==> src/rtl/cond_reg_pkg.sv <==
package cond_reg_pkg;
  localparam int unsigned FIELD_W  = 4;
  localparam int unsigned N_FIELDS = 8;
  localparam int unsigned WORD_W   = FIELD_W * N_FIELDS;

  typedef logic [WORD_W-1:0]   cr_word_t;
  typedef logic [N_FIELDS-1:0] cr_mask_t;

  typedef struct packed {
    logic     valid;
    cr_mask_t mask;
    cr_word_t data;
  } cr_write_t;
endpackage

==> src/rtl/cr_write_select.sv <==
module cr_write_select
  import cond_reg_pkg::*;
#(
  parameter int unsigned NUM_SRC = 3
) (
  input  logic                       clk,
  input  logic                       rst_n,
  input  logic [NUM_SRC-1:0]         src_valid,
  input  logic [WORD_W*NUM_SRC-1:0]  src_data,
  input  logic [N_FIELDS*NUM_SRC-1:0] src_mask,
  output cr_write_t                  sel_wr
);
  always_comb begin
    sel_wr = '0;
    for (int s = 0; s < NUM_SRC; s++) begin
      if (src_valid[s]) begin
        sel_wr.valid = 1'b1;
        sel_wr.data  = sel_wr.data | src_data[WORD_W*s +: WORD_W];
        sel_wr.mask  = sel_wr.mask | src_mask[N_FIELDS*s +: N_FIELDS];
      end
    end
  end

  // the port accepts a single writer per cycle
  assert_single_writer_R6: assert property (@(posedge clk) disable iff (!rst_n)
    $onehot0(src_valid));
endmodule

==> src/rtl/cr_field_merge.sv <==
module cr_field_merge
  import cond_reg_pkg::*;
(
  input  cr_word_t  old_word,
  input  cr_write_t wr,
  output cr_word_t  merged,
  output logic      changes
);
  for (genvar f = 0; f < N_FIELDS; f++) begin : g_field
    always_comb begin
      if (wr.valid && wr.mask[f])
        merged[FIELD_W*f +: FIELD_W] = wr.data[FIELD_W*f +: FIELD_W];
      else
        merged[FIELD_W*f +: FIELD_W] = old_word[FIELD_W*f +: FIELD_W];
    end
  end

  assign changes = wr.valid && (|wr.mask);
endmodule

==> src/rtl/cr_store.sv <==
module cr_store
  import cond_reg_pkg::*;
(
  input  logic     clk,
  input  logic     rst_n,
  input  logic     load_en,
  input  cr_word_t load_word,
  output cr_word_t stored
);
  cr_word_t q_r;
  cr_word_t q_nxt;

  always_comb begin
    q_nxt = q_r;
    if (load_en) q_nxt = load_word;
  end

  always_ff @(posedge clk or negedge rst_n) begin
    if (!rst_n)       q_r <= '0;
    else if (load_en) q_r <= q_nxt;
  end

  assign stored = q_r;

  // no load leaves the word untouched
  assert_hold_R4: assert property (@(posedge clk) disable iff (!rst_n)
    !load_en |=> $stable(q_r));
  // a load is visible in storage after the edge
  assert_load_R3: assert property (@(posedge clk) disable iff (!rst_n)
    load_en |=> (q_r == $past(load_word)));
endmodule

==> src/rtl/cond_reg_file.sv <==
module cond_reg_file
  import cond_reg_pkg::*;
#(
  parameter int unsigned NUM_SRC = 3
) (
  input  logic                        clk,
  input  logic                        rst_n,
  input  logic [NUM_SRC-1:0]          wr_valid,
  input  logic [WORD_W*NUM_SRC-1:0]   wr_data,
  input  logic [N_FIELDS*NUM_SRC-1:0] wr_mask,
  output logic [WORD_W-1:0]           rd_data
);
  cr_write_t sel_wr;
  cr_word_t  stored;
  cr_word_t  merged;
  logic      load_en;

  cr_write_select #(.NUM_SRC(NUM_SRC)) u_sel (
    .clk       (clk),
    .rst_n     (rst_n),
    .src_valid (wr_valid),
    .src_data  (wr_data),
    .src_mask  (wr_mask),
    .sel_wr    (sel_wr)
  );

  cr_field_merge u_merge (
    .old_word (stored),
    .wr       (sel_wr),
    .merged   (merged),
    .changes  (load_en)
  );

  cr_store u_store (
    .clk       (clk),
    .rst_n     (rst_n),
    .load_en   (load_en),
    .load_word (merged),
    .stored    (stored)
  );

  assign rd_data = merged;

  // without a request the read port shows the stored word
  assert_idle_read_R2: assert property (@(posedge clk) disable iff (!rst_n)
    (wr_valid == '0) |-> (rd_data == stored));
  // a full-mask write makes the read port equal the stored word next cycle
  assert_full_write_R7: assert property (@(posedge clk) disable iff (!rst_n)
    (sel_wr.valid && (&sel_wr.mask)) |=> (stored == $past(sel_wr.data)));
endmodule

==> config.mk <==
export PLATFORM = sky130hd
export DESIGN_NAME = cond_reg_file
export DESIGN_NICKNAME = d
export VERILOG_FILES = /design/src/rtl/cond_reg_pkg.sv /design/src/rtl/cr_write_select.sv /design/src/rtl/cr_field_merge.sv /design/src/rtl/cr_store.sv /design/src/rtl/cond_reg_file.sv
export SDC_FILE = /design/constraint.sdc
export NUM_CORES = 1
export LEC_CHECK = 0
export BUFFER_PORTS_ARGS = -buffer_cell sky130_fd_sc_hd__buf_2
export CORE_MARGIN = 1.5
export CORE_UTILIZATION = 46
export CTS_CLUSTER_SIZE = 16
export DETAILED_ROUTE_END_ITERATION = 10
export PLACE_DENSITY = 0.87
export SETUP_SLACK_MARGIN = 0.02
export SYNTH_ARGS = -nofsm -noshare
export SYNTH_HDL_FRONTEND = slang
export SYNTH_HIERARCHICAL = 1
export SYNTH_SLANG_ARGS = --single-unit
==> constraint.sdc <==
create_clock -name clk -period 2.5 [get_ports clk]
set_input_delay 0 -clock clk [delete_from_list [all_inputs] [get_ports clk]]
set_output_delay 0 -clock clk [all_outputs]
set_load 0.01 [all_outputs]
==> metrics list <==
- The run finished with clean final reports.
- Final count of hold timing violations: 0
* Setup crit end kind: flip-flop
- Primary FF master, synth: sky130_fd_sc_hd__dfrtp_1
- Top post-synthesis cells by area: sky130_fd_sc_hd__dfrtp_1 (34%), sky130_fd_sc_hd__mux2_4 (19%), sky130_fd_sc_hd__a222oi_1 (17%)
- TritonCTS built the clock tree.
- For the finished layout, the period the worst path requires is 1.98 ns.
- The core region is 0.00485 mm2.
- CTS Buf Count: 5
* Max Transition Viols Final: 0
- Root cell of the clock tree: sky130_fd_sc_hd__clkbuf_8
- Via Count: 2365
- The count of nets left with antenna violations once routing finished came out at 0.
- After clock tree synthesis, the clock-pin slew on the worst setup and hold paths is roughly 0.070 ns.
- Synthesis inferred 32 register bits.
* Initial Utilization: 0.490
* Data required time of the worst path: approximately 2.7 ns
* Post-Route Utilization: 0.678
* Horizontal die dimension: 74.9 um
- Input and output buffers added on the ports amount to between 150 and 200.
- Post-synth EDFFs: 0
- Ports: 157
* Power density over the cells: 587 mW/mm2
- All-Layer GR Usage: 0.239
- Iteration-0 DRC Markers: ~220
* Crit path launch type: primary input
- Die Outline Area: around 0.0056 mm2
- In this run the mean area of a mapped cell was 11.6 um2.
* Number of max-capacitance violations reported: 0
- Dividing the detail-routed wire length by the instance count gives approximately 16 um.
* Wire length of the first global-routing pass: 10.3 mm
- Weighted congestion at the end of routability-driven global placement: 0.773
* Most numerous cell types in the synthesized netlist: sky130_fd_sc_hd__a222oi_1 (40), sky130_fd_sc_hd__inv_1 (40), sky130_fd_sc_hd__mux2_2 (34), sky130_fd_sc_hd__dfrtp_1 (32), sky130_fd_sc_hd__mux2_4 (30)
- HPWL after detailed placement: 5.06 mm
* Remaining design rule violation count: 0
* Endpoint arrival time on the critical path: 2.14 ns
* Area grow syn2layout: 38.3%
- Clock latency on the worst-skew pair, taken at its later pin, is 0.27 ns.
* Max FFs per register: 32
- The number of global-route vias before repair is 2312.
- Synthesis produced a netlist whose cell count is a little over 200.
- The longest clock path from root to sink contains 2 buffers.
- In the final layout, the share of cells above drive strength 1 is 0.654.
- After detailed routing, the number of vias per cell comes to approximately 5.6.
- Derived from the worst setup path, the maximum achievable clock frequency is 504 MHz.
* Maximum VDD drop: 0.443 mV
- Max-slew headroom: 0.519
- Die extent in y: between 70 and 80 um
- Setup total negative slack on the finished layout was measured at 0 ns.
* Asr flop ratio synth: 1.00
- Wires add up to around 6.7 mm.
- Maximum fanout encountered on the critical timing path: 22
* Transition time at the pin with the least slew margin: 0.722 ns
- Of the synthesized area, sequential elements account for 0.337.
- Antenna violations before repair: 0
* Reg2Reg Setup Slack: 1.46 ns
* Deepest level of the CTS H-tree: 2
- After synthesis the cells add up to 0.00238 mm2.
- Most area-hungry cell type in the Yosys netlist: sky130_fd_sc_hd__dfrtp_1
- Count of clock tree sinks: 32
- The pre-antenna-repair detailed-routing pass consisted of 6 iterations.
* Worst Setup Path Type: primary input to flip-flop
- Synthesis Warnings: 6
* Ant. Diodes: 0
* Unique masters post-synth: 14
- At the end of the flow, the number of nets in the layout was between 400 and 500.
* Part of the cycle the worst path needs: 0.793
- Of the post-synthesis cell area, the dominant cell type holds 0.337.
* Number of instances resized during post-cts repair: 0
- The analysis attributes to cell leakage a power of between 0.0015 and 0.002 uW.
- Setup Viol. Count Final: 0
* Final setup skew: 0 ns
- The total overflow left after global routing is 0.
* Setup repair after global routing missed its margin: no
* Maximum number of pins on one net before global-route repair: 33
- In this run the worst hold path is classified as primary input to flip-flop.
- Nets in the synthesized netlist: 330
* Num rows: 25
[per-stage QoR]
| stage | worst slack [ns] | instances | area (um2) | power (uW) | hold WS, ns |
|---|---|---|---|---|---|
| floorplan | 0.905 | 205 | 2380 | 1170 | -0.296 |
| global placement | 0.247 | 416 | 3170 | 1420 | 0.0745 |
| detailed placement | 0.187 | 416 | 3170 | 1450 | 0.0974 |
| CTS | 0.478 | 425 | 3290 | 1950 | 0.185 |
| global route | 0.372 | 425 | 3290 | 2050 | 0.213 |
| finish | 0.517 | 425 | 3290 | 1930 | 0.192 |
[cell usage in the layout, fill, tap and decap left out, types with 2 or more instances in the layout]
| cell | instances |
|---|---|
| sky130_fd_sc_hd__mux2_4 | 30 |
| sky130_fd_sc_hd__mux2_2 | 34 |
| sky130_fd_sc_hd__nor4_1 | 2 |
| sky130_fd_sc_hd__a222oi_1 | 40 |
| sky130_fd_sc_hd__nand2_1 | 8 |
| sky130_fd_sc_hd__clkbuf_8 | 5 |
| sky130_fd_sc_hd__buf_2 | 156 |
| sky130_fd_sc_hd__dfrtp_1 | 32 |
| sky130_fd_sc_hd__buf_4 | 4 |
| sky130_fd_sc_hd__inv_1 | 40 |
[what timing repair did]
item | 4_1_cts | 5_1_grt
hold endpoints to repair | 32 | 0
buffers inserted | 0 | 0
hold buffers | 1 | 0
[worst max-delay path, cell delays in order]
cell and delay, ns:
sky130_fd_sc_hd__buf_2 0.24, sky130_fd_sc_hd__a222oi_1 0.41, sky130_fd_sc_hd__inv_1 0.11, sky130_fd_sc_hd__nor4_1 0.52
sky130_fd_sc_hd__a21boi_4 0.28, sky130_fd_sc_hd__buf_12 0.25, sky130_fd_sc_hd__mux2_4 0.31
[logic make-up (layout without fill, tap and decap cells)]
| logic type | count (synthesis) | after routing | share of synthesized area |
|---|---|---|---|
| AO/OA/AOI/OAI | 41 | 41 | 0.172 |
| buffers and inverters | 57 | 210 | 0.121 |
| flip-flops | 32 | 32 | 0.337 |
| multiplexers | 64 | 64 | 0.351 |
| AND/OR/NAND/NOR | 11 | 11 | 0.0205 |
[per-layer routing]
metal	vias to the layer above	routed length [um]	global-route usage
met1	1142	2860	0.296
met4	0	25	0.0525
met2	127	3340	0.435
met5	-	0	0
li1	1094	-	-
met3	2	489	0.0402
[report_power, final]
part | internal (uW) | switching [uW] | leakage (uW) | total [uW]
sequential | 633 | 64.2 | 0.000361 | 697
combinational | 432 | 312 | 0.00137 | 744
clock | 295 | 193 | 0.0000541 | 488
[layout make-up]
type | instances | area [um2]
multi-input cells | 116 | 1300
well taps | 67 | 83.8
inverters | 40 | 150
clock inverters | 3 | 42.5
clock buffers | 5 | 68.8
repair buffers | 162 | 841
fillers | 377 | 1560
flip-flops and latches | 32 | 801
[final timing paths]
path	from	to	cells after the start
min in group asynchronous	rst_n	u_store/stored[3]	2
max	wr_valid[0]	u_store/stored[22]	7
min reg2reg	u_store/stored[9]	u_store/stored[9]	1
min	wr_data[82]	u_store/stored[18]	5
max in group asynchronous	rst_n	u_store/stored[22]	2
max reg2reg	u_store/stored[0]	u_store/stored[0]	2
No activity file was read; power rests on OpenSTA's default activity.
